File: src/rtl/spi_reg_pkg.sv
package spi_reg_pkg;

    typedef enum logic [2:0] {
        ST_IDLE,
        ST_CHIP,
        ST_PTR,
        ST_WDATA,
        ST_RDATA,
        ST_SKIP
    } port_state_t;

endpackage

File: src/rtl/spi_pin_sync.sv
module spi_pin_sync #(
    parameter int STAGES = 2
) (
    input  logic clk,
    input  logic rst_n,
    input  logic cs_n,
    input  logic cclk,
    input  logic cdin,
    output logic cs_n_s,
    output logic cdin_s,
    output logic cclk_rise,
    output logic cclk_fall
);
    localparam int TOP = STAGES - 1;

    logic [STAGES-1:0] cs_sh;
    logic [STAGES-1:0] ck_sh;
    logic [STAGES-1:0] di_sh;
    logic              ck_prev;

    always_ff @(posedge clk or negedge rst_n) begin
        if (!rst_n) begin
            cs_sh   <= '1;
            ck_sh   <= '0;
            di_sh   <= '0;
            ck_prev <= 1'b0;
        end else begin
            cs_sh   <= {cs_sh[STAGES-2:0], cs_n};
            ck_sh   <= {ck_sh[STAGES-2:0], cclk};
            di_sh   <= {di_sh[STAGES-2:0], cdin};
            ck_prev <= ck_sh[TOP];
        end
    end

    assign cs_n_s    = cs_sh[TOP];
    assign cdin_s    = di_sh[TOP];
    assign cclk_rise = ck_sh[TOP] & ~ck_prev;
    assign cclk_fall = ~ck_sh[TOP] & ck_prev;

endmodule

File: src/rtl/spi_byte_shifter.sv
module spi_byte_shifter #(
    parameter int W = 8
) (
    input  logic         clk,
    input  logic         rst_n,
    input  logic         clear,
    input  logic         rise,
    input  logic         fall,
    input  logic         bit_in,
    input  logic         tx_load,
    input  logic         tx_shift_en,
    input  logic [W-1:0] tx_data,
    output logic [W-1:0] rx_full,
    output logic         byte_done,
    output logic         bit_out
);
    localparam int          CNT_W = $clog2(W);
    localparam logic [CNT_W-1:0] LAST = CNT_W'(W - 1);

    logic [W-1:0]     rx_q;
    logic [CNT_W-1:0] cnt_q;
    logic [W-1:0]     tx_q;
    logic             out_q;

    assign rx_full   = {rx_q[W-2:0], bit_in};
    assign byte_done = rise && !clear && (cnt_q == LAST);
    assign bit_out   = out_q;

    always_ff @(posedge clk or negedge rst_n) begin
        if (!rst_n) begin
            rx_q  <= '0;
            cnt_q <= '0;
        end else if (clear) begin
            cnt_q <= '0;
        end else if (rise) begin
            rx_q  <= rx_full;
            cnt_q <= (cnt_q == LAST) ? '0 : cnt_q + 1'b1;
        end
    end

    always_ff @(posedge clk or negedge rst_n) begin
        if (!rst_n) begin
            tx_q  <= '0;
            out_q <= 1'b0;
        end else if (tx_load) begin
            tx_q <= tx_data;
        end else if (fall && tx_shift_en) begin
            out_q <= tx_q[W-1];
            tx_q  <= {tx_q[W-2:0], 1'b0};
        end
    end

endmodule

File: src/rtl/spi_port_fsm.sv
module spi_port_fsm
    import spi_reg_pkg::*;
#(
    parameter int             W       = 8,
    parameter logic [W-2:0]   CHIP_ID = 7'b0010000
) (
    input  logic          clk,
    input  logic          rst_n,
    input  logic          cs_n_s,
    input  logic          byte_done,
    input  logic [W-1:0]  rx_full,
    output port_state_t   state,
    output logic [W-1:0]  ptr,
    output logic          wr_en,
    output logic [W-1:0]  rd_addr,
    output logic          tx_load,
    output logic          tx_shift_en,
    output logic          oe
);
    port_state_t  state_q;
    port_state_t  state_d;
    logic [W-1:0] ptr_q;
    logic         id_match;
    logic         is_read;

    assign id_match = (rx_full[W-1:1] == CHIP_ID);
    assign is_read  = rx_full[0];

    always_ff @(posedge clk or negedge rst_n) begin
        if (!rst_n) state_q <= ST_IDLE;
        else        state_q <= state_d;
    end

    always_comb begin
        state_d = state_q;
        if (cs_n_s) begin
            state_d = ST_IDLE;
        end else begin
            unique case (state_q)
                ST_IDLE:  state_d = ST_CHIP;
                ST_CHIP:  if (byte_done)
                              state_d = !id_match ? ST_SKIP :
                                        (is_read ? ST_RDATA : ST_PTR);
                ST_PTR:   if (byte_done) state_d = ST_WDATA;
                ST_WDATA: state_d = ST_WDATA;
                ST_RDATA: state_d = ST_RDATA;
                ST_SKIP:  state_d = ST_SKIP;
                default:  state_d = ST_IDLE;
            endcase
        end
    end

    always_ff @(posedge clk or negedge rst_n) begin
        if (!rst_n) begin
            ptr_q <= '0;
        end else if (byte_done && !cs_n_s) begin
            if (state_q == ST_PTR)
                ptr_q <= rx_full;
            else if (state_q == ST_WDATA || state_q == ST_RDATA)
                ptr_q <= ptr_q + 1'b1;
        end
    end

    always_comb begin
        wr_en       = 1'b0;
        tx_load     = 1'b0;
        tx_shift_en = 1'b0;
        oe          = 1'b0;
        rd_addr     = ptr_q;
        unique case (state_q)
            ST_CHIP:  tx_load = byte_done && id_match && is_read;
            ST_WDATA: wr_en   = byte_done;
            ST_RDATA: begin
                oe          = 1'b1;
                tx_shift_en = 1'b1;
                tx_load     = byte_done;
                rd_addr     = ptr_q + 1'b1;
            end
            default: ;
        endcase
        if (cs_n_s) begin
            wr_en   = 1'b0;
            tx_load = 1'b0;
        end
    end

    assign state = state_q;
    assign ptr   = ptr_q;

endmodule

File: src/rtl/spi_reg_port.sv
module spi_reg_port
    import spi_reg_pkg::*;
#(
    parameter int           W           = 8,
    parameter logic [W-2:0] CHIP_ID     = 7'b0010000,
    parameter int           SYNC_STAGES = 2
) (
    input  logic         clk,
    input  logic         rst_n,
    input  logic         cs_n,
    input  logic         cclk,
    input  logic         cdin,
    output logic         cdout,
    output logic         cdout_oe,
    output logic         reg_wr_en,
    output logic [W-1:0] reg_wr_addr,
    output logic [W-1:0] reg_wr_data,
    output logic [W-1:0] reg_rd_addr,
    input  logic [W-1:0] reg_rd_data
);
    logic         cs_n_s;
    logic         cdin_s;
    logic         cclk_rise;
    logic         cclk_fall;
    logic [W-1:0] rx_full;
    logic         byte_done;
    logic         tx_load;
    logic         tx_shift_en;
    logic [W-1:0] map_ptr;
    port_state_t  port_state;

    spi_pin_sync #(.STAGES(SYNC_STAGES)) u_sync (
        .clk       (clk),
        .rst_n     (rst_n),
        .cs_n      (cs_n),
        .cclk      (cclk),
        .cdin      (cdin),
        .cs_n_s    (cs_n_s),
        .cdin_s    (cdin_s),
        .cclk_rise (cclk_rise),
        .cclk_fall (cclk_fall)
    );

    spi_byte_shifter #(.W(W)) u_shift (
        .clk         (clk),
        .rst_n       (rst_n),
        .clear       (cs_n_s),
        .rise        (cclk_rise),
        .fall        (cclk_fall),
        .bit_in      (cdin_s),
        .tx_load     (tx_load),
        .tx_shift_en (tx_shift_en),
        .tx_data     (reg_rd_data),
        .rx_full     (rx_full),
        .byte_done   (byte_done),
        .bit_out     (cdout)
    );

    spi_port_fsm #(.W(W), .CHIP_ID(CHIP_ID)) u_fsm (
        .clk         (clk),
        .rst_n       (rst_n),
        .cs_n_s      (cs_n_s),
        .byte_done   (byte_done),
        .rx_full     (rx_full),
        .state       (port_state),
        .ptr         (map_ptr),
        .wr_en       (reg_wr_en),
        .rd_addr     (reg_rd_addr),
        .tx_load     (tx_load),
        .tx_shift_en (tx_shift_en),
        .oe          (cdout_oe)
    );

    assign reg_wr_addr = map_ptr;
    assign reg_wr_data = rx_full;

endmodule

File: config.mk
export PLATFORM = sky130hd
export DESIGN_NAME = spi_reg_port
export DESIGN_NICKNAME = d
export VERILOG_FILES = /design/src/rtl/spi_reg_pkg.sv /design/src/rtl/spi_pin_sync.sv /design/src/rtl/spi_byte_shifter.sv /design/src/rtl/spi_port_fsm.sv /design/src/rtl/spi_reg_port.sv
export SDC_FILE = /design/constraint.sdc
export NUM_CORES = 1
export LEC_CHECK = 0
export BUFFER_PORTS_ARGS = -buffer_cell sky130_fd_sc_hd__buf_2
export CAP_MARGIN = 20
export CORE_AREA = 5 5 78 62
export DETAILED_ROUTE_END_ITERATION = 8
export DIE_AREA = 0 0 83 67
export PLACE_DENSITY_LB_ADDON = 0.08
export SETUP_SLACK_MARGIN = 0.5
export SLEW_MARGIN = 20
export SYNTH_ARGS = -nofsm -noshare
export SYNTH_HDL_FRONTEND = slang
export SYNTH_SLANG_ARGS = --single-unit
File: constraint.sdc
create_clock -name clk -period 2.4 [get_ports clk]
set_clock_uncertainty 0.2 [all_clocks]
set_input_delay 0.24 -clock clk [delete_from_list [all_inputs] [get_ports clk]]
set_output_delay 0.24 -clock clk [all_outputs]
set_load 0.05 [all_outputs]
Word-level counts from Yosys, hierarchy flattened --
Cells that the tools add are included. Widths: inputs -> output; s select.
Storage, ports and cells: register bits after elaboration 37, input bits 13, word-level logic and storage cells 62
Cells by class: $add $sub $neg 2, equality and inequality tests 9, mux-type cells 19, bitwise operators 6, reduce and logical (&&, ||, !) cells 16
Operators by type and width (count):
- $mux 8 | 5
- $mux 3 | 8
- $pmux 3 s6 | 1
- $eq 3x3->1 const B | 3
- $add 8x1->8 const B | 1
- $reduce_and 2->1 | 4
- $eq 7x5->1 const B | 1
- $eq 3x2->1 const B | 2
- $logic_and 1x1->1 | 6
- $ne 3x2->1 const B | 2
- $reduce_bool 2->1 | 3
- $mux 1 | 4
- $not 1->1 | 4
- $add 3x1->3 const B | 1
- $eq 3x1->1 const B | 1
- $logic_not 3->1 | 1
- $and 1x1->1 | 2
- $pmux 1 s2 | 1
- $logic_not 1->1 | 1
- $logic_or 1x1->1 | 1

Longest topological paths before layout --
Gate-level depths: netlist of run 1.
depth after elaboration 10, depth in mapped cells 8, mapped depth without buffers 6

Cells and area by module --
A second synthesis of run 1 with hierarchy kept.
Unflattened totals: cell total of the unflattened synthesis 192, area, all modules 2009.4 um^2
Modules (own cells, without submodules):
- spi_byte_shifter | instances 1, cells each 78, area each 960.9 um^2, seq. area each 475.5 um^2
- spi_port_fsm | instances 1, cells each 105, area each 855.8 um^2, seq. area each 275.3 um^2
- spi_pin_sync | instances 1, cells each 9, area each 192.7 um^2, seq. area each 177.7 um^2

Least setup slack after synthesis of run 1 --
OpenSTA, ideal clock, no wires.
path kind register -> output, start point register u_fsm.state_q[0] (netlist: u_fsm.state[0]), end point output reg_rd_addr[3], data arrival time 2383 ps, data required time 1960 ps, setup slack -423 ps, cell stages (with the launch flop) 6, buffers on the path 1, cells stage by stage dfrtp_1 -> or3b_2 -> buf_6 -> inv_1 -> nand2_1 -> xnor2_1
Between the ends: longest elaborated chain between the ends 2
Ends and longest elaborated chain:
- start, declared | line spi_port_fsm.sv:20 | port_state_t state_q;
- start signal, assigned | line spi_port_fsm.sv:31 | else state_q <= state_d;
- $eq 3x3->1 | line spi_port_fsm.sv:70 | unique case (state_q)
- $mux 8 | line spi_port_fsm.sv:70
- end, declared | line spi_reg_port.sv:18 | output logic [W-1:0] reg_rd_addr,
No other way between the ends.

Worst setup path after layout of run 1 --
start point register u_shift.cnt_q[0], end point register u_shift.tx_q[6]
Between the ends: longest elaborated chain between the ends 7
Ends and longest elaborated chain:
- start, declared | line spi_byte_shifter.sv:21 | logic [CNT_W-1:0] cnt_q;
- start signal, assigned | line spi_byte_shifter.sv:37 | cnt_q <= (cnt_q == LAST) ? '0 : cnt_q + 1'b1;
- $eq 3x3->1 (*) | line spi_byte_shifter.sv:26 | assign byte_done = rise && !clear && (cnt_q == LAST);
- $logic_and 1x1->1 (*) | line spi_byte_shifter.sv:26
- $logic_and 1x1->1 (2 in a row) | line spi_port_fsm.sv:71 | ST_CHIP: tx_load = byte_done && id_match && is_read;
- $pmux 1 s2 (*) | line spi_port_fsm.sv:70
- $mux 1 (*) | line spi_port_fsm.sv:81 | if (cs_n_s) begin
- $mux 8 or $reduce_bool 2->1 (tied branches)
- end signal, assigned | line spi_byte_shifter.sv:46 | tx_q <= tx_data;
- end signal, assigned | line spi_byte_shifter.sv:49 | tx_q <= {tx_q[W-2:0], 1'b0};
- end, declared | line spi_byte_shifter.sv:22 | logic [W-1:0] tx_q;
Mark *: on every way between the ends. The rest lies on a longest branch, timed or not. A chain may end at the register's enable or synchronous reset.

==> results.env, run 1 <==
ANTENNA_CELLS=0
R2R_SETUP_SLACK_NS=0.11
CTS_HTREE_LEVELS=2
SYN_TO_FINAL_GROWTH_PCT=63.0
REPORT.FINAL.HOLD_VIOL_COUNT=0
WIRE_LENGTH_OF_THE_FIRST_GLOBAL_ROUTING_PASS_UM=8150
REG2REG_TO='u_shift.tx_q[6]$_DFFE_PN0P_'
STATUS='completed'
DIE_AREA_SQ_UM=5560
RSZ0062_AT_GRT='true'
CRITPATHARRIVALTIME_NS=2.27
FLOORPLAN.DIE.WIDTH_UM=83
WL_UM=5270
WORST_EP_REQUIRED_TIME_NS=2.38
CRITICAL_PATH_CLASS='register to register'
IR_WORST_VDD_uV=680
DETAIL_ROUTE.DRC_VIOLATIONS=0
ACHIEVABLE-FREQUENCY_MHz=436
WORSTPATHMAXFANOUT=7
CTS_BUFFER_DEPTH=2
CRITPATHBUFINV=0
SYNTHESIS.AREA_SQ_UM=1850
SYN-MEAN-INSTANCE-AREA_SQ_UM=11.0
SYN_NETS=185
GRT_PASS1_VIAS=1680
SETUP_CRIT_START_KIND='register'
PLACE.PORT_BUFFERS=39
CLKTRANSATPATHREGS_NS=0.08
REGISTER_AREA_SQ_UM=947
CLOCKROOTBUFFER='clkbuf_8'
YS.WARNINGS.COUNT=0
TIMING.FINAL.SETUP_VIOLATIONS=0
FFS_LATCHES_SYNTH=37
CRITICAL_PATH.TOP_DELAY_FAMILY='simple AND/OR/NAND/NOR gates'
LAYOUT_CELL_SHARE_WITH_DRIVE_STRENGTH_BEYOND_1_PCT=60.7
TIMING.HOLD.WORST.START='u_sync.ck_sh[0]$_DFF_PN0_'
SYNTHDISTINCTLIBCELLS=45
POWER-PER-CELL-AREA_nW_PER_UM2=537
FP.DIEH_UM=67
TOP_LEVEL_PORTS=40
CRIT-REG2REG-LAUNCH='u_shift.cnt_q[0]$_DFFE_PN0P_'
R2R.WORST_PATH.CELLS=6
DP_HPWL_UM=3110
WORST_SETUP_PATH_END_KIND='register'
SYNTH.TOP_CELL.AREA_SHARE_PCT=47.2
GRT-OVFL-TOTAL=0
CELL_COUNT_AFTER_SYNTHESIS=169
START_UTIL_PCT=46.9
GRTUSAGETOTAL_PCT=18.5
TIMING.HOLD.WORST.CLASS='register to register'
ANTENNA_FOUND_INITIAL=0
P_LEAK_uW=0.00140
ROUTE.DETAILED.VIAS_PER_INST=5.37
DR_TOTAL_VIAS=1649
YS_TOP_CELLS_BY_COUNT='35 x dfrtp_1, 15 x nor2_1, 13 x nand2_1'
SYNTH_EDF_COUNT=0
TOTAL_AREA_OF_MULTI_INPUT_COMBINATIONAL_CELLS_SQ_UM=1250
MAIN_AREA_CONTRIBUTORS_AFTER_SYNTHESIS='dfrtp_1 47%, mux2_2 5.5%, a221o_1 3.8%'
CLOCK_INSERTION_DELAY_WORST_SKEW_NS=0.29
TIMING.FINAL.MAX_SLEW_VIOLATIONS=0
TIMING.HOLD.WORST_PATH_DEPTH=0
HOLD_PATH_END='u_sync.ck_sh[1]$_DFF_PN0_'
DRT.ANTENNA.VIOLATING_NETS=0
CLOCK_SINKS=37
FINAL.PERIOD_UTILIZATION_PCT=95.5
POSTSYNTH.ASYNCRESETSHARE_PCT=100
MAX_STAGE_DELAY_NS=0.59
TRITONCTS_CLOCK_TREE='built'
TIMING_WORST_SLEW_PIN_VALUE_NS=0.813
GP_ROUTABILITY_CONGESTION=0.804
POST-ROUTE-CELL-AREA_SQ_UM=3020
YOSYS.AREA.TOP_TYPE='dfrtp_1'
WORST_PATH_MAX_DELAY_CELL='or4_4'
DRT_FIRST_PASS_ITERS=4
FLOORPLAN.ROWS=20
CAP_VIOLATIONS=0
GRT_MAX_DEGREE=38
ROUTED_WIRE_LENGTH_PER_INSTANCE_UM=17.2
YS.FLOP_TYPE='dfrtp_1'
TIMING.MAX_SLEW.REL_SLACK_PCT=45.8
POSTPLACECELLAREA_SQ_UM=2360
CP_CELL_SEQUENCE='ha_1 -> ha_4 -> nand4bb_1 -> or4_4 -> nor2b_4 -> a221o_1'
LAYOUT.NETS=267
FINALWORSTPATHREQUIREDPERIOD_NS=2.29
INITIALDRTVIOLATIONCOUNT=135
HOLD-WORST-SLACK_NS=0.156
YS_SEQ_AREA_SHARE_PCT=50.1
DESIGN.CORE.AREA_SQ_UM=3950
CTS_BUFS_INSERTED=5
SYNTH.MOST_COMMON_CELL='dfrtp_1'
FILLCELLCOUNT=273
## sequential cells by signal, indices dropped and copies added, names as in the netlist, 2 cells and up
| register | count |
|---|---|
| u_fsm.ptr | 8 |
| u_shift.tx_q | 8 |
| u_shift.rx_q | 7 |
| u_fsm.state | 3 |
| u_shift.cnt_q | 3 |
| u_sync.ck_sh | 2 |
| u_sync.cs_sh | 2 |
| u_sync.di_sh | 2 |
## worst reg2reg max path, stage by stage, from the launching register on
cell and delay [ns]:
dfrtp_1 0.36, ha_1 0.20, ha_4 0.17, nand4bb_1 0.17, or4_4 0.59, nor2b_4 0.17, a221o_1 0.32
## what timing repair did
action,CTS,global route
hold endpoints to repair,46,0
pin swaps,11,11
resized for setup,39,22
setup buffers,13,11
cloned,0,1
hold buffers,12,0
setup endpoints to repair,29,28
## kinds of logic (layout without fill, tap and decap cells)
family | count (synthesis) | count (layout) | share of synthesized area [%]
adder cells (fa/ha/maj) | 3 | 3 | 2.02
XOR/XNOR | 7 | 7 | 3.31
buffers and inverters | 8 | 90 | 2.70
multiplexers | 12 | 12 | 7.09
AND/OR/NAND/NOR | 66 | 67 | 20.7
AO/OA/AOI/OAI | 36 | 36 | 14.1
flip-flops | 37 | 37 | 50.1
## layout by cell type, fill, tap and decap left out, drive strengths merged, types with 3 or more instances in the layout
cell type	instances
dfrtp	35
mux2i	3
xnor2	5
nand2	13
and3	3
dlygate4sd3	12
nand3	7
o21ai	6
or3b	3
or4	3
o22a	4
a21oi	11
ha	3
nand2b	4
buf	69
a221o	7
and2	7
mux2	9
nor2	15
nor3	3
clkbuf	5
## layer usage
layer | wire [um] | GRT usage [%] | up-vias
met5 | 0 | 0 | -
met4 | 101 | 7.14 | 0
met3 | 289 | 4.94 | 12
met2 | 2610 | 30.1 | 46
met1 | 2270 | 23.8 | 810
li1 | - | - | 781
## how the worst max path moves through the flow
stage / from / to / slack, ns / cells after the start
global route: u_shift.cnt_q[0]$_DFFE_PN0P_ / u_shift.tx_q[4]$_DFFE_PN0P_ / 0.06 / 6
floorplan: u_shift.rx_q[3]$_DFFE_PN0N_ / u_shift.tx_q[7]$_DFFE_PN0P_ / -0.04 / 5
CTS: u_fsm.state[2]$_DFFE_PN0P_ / u_shift.tx_q[1]$_DFFE_PN0P_ / 0.13 / 4
global placement: u_shift.rx_q[3]$_DFFE_PN0N_ / u_shift.tx_q[4]$_DFFE_PN0P_ / 0.15 / 4
finish: u_shift.cnt_q[0]$_DFFE_PN0P_ / u_shift.tx_q[6]$_DFFE_PN0P_ / 0.11 / 6
detailed placement: u_shift.rx_q[3]$_DFFE_PN0N_ / u_shift.tx_q[4]$_DFFE_PN0P_ / 0.1 / 4
## power by group
part           leakage (uW)  switching [uW]  internal [uW]  total [uW]
combinational      0.000894             276            158         434
clock             0.0000439             233            200         434
sequential         0.000466            65.7            688         754
## cell type report
class                   instances  area share (%)
repair buffers                 81            22.0
multi-input cells             125            41.2
clock buffers                   5            2.28
inverters                       1           0.248
well taps                      55            2.28
flip-flops and latches         37            31.3
clock inverters                 3           0.580
## per-stage QoR
step                worst slack (ns)  util [%]  setup TNS [ns]  total power [uW]  cells
floorplan                    -0.0378         -          -0.265              1020    169
CTS                            0.126      70.9               0              1610    295
global placement               0.155      59.8               0              1120    262
finish                         0.108      76.4               0              1620    307
detailed placement            0.0996      59.8               0              1130    262
global route                  0.0609      76.4               0              1690    307
(Power assumes the default switching activity.)
==> run 2: changes to the inputs <==
==> constraint.sdc (replaced) <==
create_clock -name clk -period 2.4 [get_ports clk]
set_clock_uncertainty 0.2 [all_clocks]
set_input_delay 0.48 -clock clk [delete_from_list [all_inputs] [get_ports clk]]
set_output_delay 0.48 -clock clk [all_outputs]
set_load 0.05 [all_outputs]
==> results.env, run 2 (synthesis gave the netlist of run 1 again) <==
FLOORPLAN.DIE.WIDTH_UM=83  # unchanged
DRT_FIRST_PASS_ITERS=4  # unchanged
ROUTE.DETAILED.VIAS_PER_INST=5.50  # +2.4%
CTS_BUFFER_DEPTH=2  # unchanged
SYN_TO_FINAL_GROWTH_PCT=64.6
FINAL_CELL_MIX='34 x buf_4, 29 x buf_2, 24 x dfrtp_1, 19 x buf_6'
POST-LAYOUT-TOTAL-POWER_uW=1660  # +2.5%
CTS_BUFS_INSERTED=5  # unchanged
CLOCK_SINKS=37  # unchanged
TIMING.HOLD.WORST_PATH_DEPTH=1  # +1
DETAIL_ROUTE.DRC_VIOLATIONS=0  # unchanged
CTS_HTREE_LEVELS=2  # unchanged
CAP_VIOLATIONS=0  # unchanged
TIMING.HOLD.WORST.CLASS='input pin to register'
DIE_AREA_SQ_UM=5560  # unchanged
WORST_SETUP_PATH_END_KIND='output pin'
SETUP_CRIT_START_KIND='register'
WORST_EP_REQUIRED_TIME_NS=1.72  # -0.66 ns
GRT_PASS1_VIAS=1705  # +1.5%
DRT.ANTENNA.VIOLATING_NETS=0  # unchanged
DESIGN.CORE.AREA_SQ_UM=3950  # unchanged
CRITPATHARRIVALTIME_NS=1.75  # -0.52 ns
CRITICAL_PATH_CLASS='register to output pin'
CLOCKROOTBUFFER='clkbuf_8'
ANTENNA_CELLS=0  # unchanged
FAILED_CHECKS='negative setup slack'
FLOORPLAN.ROWS=20  # unchanged
WL_UM=5630  # +6.9%
TIMING.MAX_SLEW.REL_SLACK_PCT=64.9  # +19 points
TIMING_WORST_SLEW_PIN_VALUE_NS=0.527  # -0.286 ns
WORSTPATHMAXFANOUT=5  # -2
CLOCK_INSERTION_DELAY_WORST_SKEW_NS=0.29  # about the same
RSZ0062_AT_GRT='true'
MAX_STAGE_DELAY_NS=0.43  # -0.16 ns
TIMING.FINAL.SETUP_VIOLATIONS=5  # +5
FP.DIEH_UM=67  # unchanged
LAYOUT_SETUP_WS_NS=-0.0254  # -0.134 ns
LAYOUT.NETS=271  # +1.5%
TIMING.FINAL.MAX_SLEW_VIOLATIONS=0  # unchanged
GRT-OVFL-TOTAL=0  # unchanged
REPORT.FINAL.HOLD_VIOL_COUNT=0  # unchanged
WORST_PATH_MAX_DELAY_CELL='or3b_4'
IR_WORST_VDD_uV=775  # +14%
GP_ROUTABILITY_CONGESTION=0.793  # -1.4%
FINAL.PERIOD_UTILIZATION_PCT=101  # +5.6 points
P_LEAK_uW=0.00143  # +2.2%
ROUTED_WIRE_LENGTH_PER_INSTANCE_UM=18.1  # +5.5%
ACHIEVABLE-FREQUENCY_MHz=412  # -5.5%
START_UTIL_PCT=46.9  # unchanged
R2R_SETUP_SLACK_NS=0.02  # -0.09 ns
FINALWORSTPATHREQUIREDPERIOD_NS=2.43  # +0.134 ns
ANTENNA_FOUND_INITIAL=0  # unchanged
LAYOUT_CELL_SHARE_WITH_DRIVE_STRENGTH_BEYOND_1_PCT=68.8  # +8.0 points
DR_TOTAL_VIAS=1710  # +3.7%
INITIALDRTVIOLATIONCOUNT=144  # +6.7%
GRT_MAX_DEGREE=23  # -39%
STATUS='finished with violations'
TOP_LEVEL_PORTS=40  # unchanged
GRTUSAGETOTAL_PCT=19.5  # +1.0 points
TNS_NS=-0.0975  # -0.0975 ns
WIRE_LENGTH_OF_THE_FIRST_GLOBAL_ROUTING_PASS_UM=8500  # +4.3%
LAYOUT.CELLS.MOST_COMMON='buf_4'
CP_CELL_SEQUENCE='or3b_4 -> clkinvlp_4 -> nand2_4 -> xnor2_4 -> buf_6'
TRITONCTS_CLOCK_TREE='built'
PLACE.PORT_BUFFERS=39  # unchanged
R2R.WORST_PATH.CELLS=5  # -1
POWER-PER-CELL-AREA_nW_PER_UM2=544  # +1.4%
DP_HPWL_UM=3480  # +12%
CLKTRANSATPATHREGS_NS=0.08  # about the same
## run 2: changes by cell type in the layout (fill, tap and decap cells not counted), sizes merged
cell         before  now
buf              69   85
clkbuf            5    6
clkinvlp          2    1
dlygate4sd3      12    1
or3b              3    2
## run 2: area by class of cell
class	count	area, sq um
Inverter	1	7.51
Clock buffer	6	82.6
Clock inverter	2	13.8
Sequential cell	37	947
Timing Repair Buffer	86	669
Multi-Input combinational cell	124	1260
Tap cell	55	68.8
Fill cell	274	901
## run 2: final timing paths
kind,startpoint,to
max reg2reg,u_fsm.state[2]$_DFFE_PN0P_,u_shift.tx_q[1]$_DFFE_PN0P_
min reg2reg,u_sync.di_sh[0]$_DFF_PN0_,u_sync.di_sh[1]$_DFF_PN0_
max,u_fsm.state[2]$_DFFE_PN0P_,reg_rd_addr[2]
max in group asynchronous,rst_n,u_sync.cs_sh[1]$_DFF_PN1_
min,cs_n,u_sync.cs_sh[0]$_DFF_PN1_
min in group asynchronous,rst_n,u_fsm.ptr[7]$_DFFE_PN0P_
## run 2: timing repair
action                                  4_1_cts  5_1_grt
hold buffers                                  1        0
endpoints found under the setup margin       28       29
buffers inserted                             15       13
pin swaps                                    18       20
gates resized for setup                      45       28
hold endpoints to repair                     21        0
## run 2: where the power goes
group	total, uW	internal [uW]	switching (uW)
Clock	458	233	225
Combinational	476	163	313
Sequential	728	687	40.8
Total	1660	1080	579
## run 2: per-stage QoR
step	worst slack, ns	instance area [sq um]	hold WS (ns)	utilization, %	cells
after global placement	0.148	2470	0.134	62.5	274
after CTS	-0.0173	2870	0.0792	72.5	298
after detailed placement	0.128	2470	0.140	62.5	274
final	-0.0254	3050	0.0917	77.2	311
after floorplan	-0.0378	2120	-0.0156	-	169
after global routing	-0.0899	3050	0.0676	77.2	311
## run 2: routing by layer
layer	GRT usage, %	up-vias	wire length [um]
met1	24.9	857	2390
met2	32.1	57	2810
met5	0	-	0
li1	-	786	-
met4	6.94	0	109
met3	5.44	10	321
## run 2: worst max-delay path: cells and delay by family, from the launching register on
family | cells | cell delay (ns)
buffers and inverters | 2 | 0.39
AND/OR/NAND/NOR | 2 | 0.52
XOR/XNOR | 1 | 0.16
flip-flops | 1 | 0.39
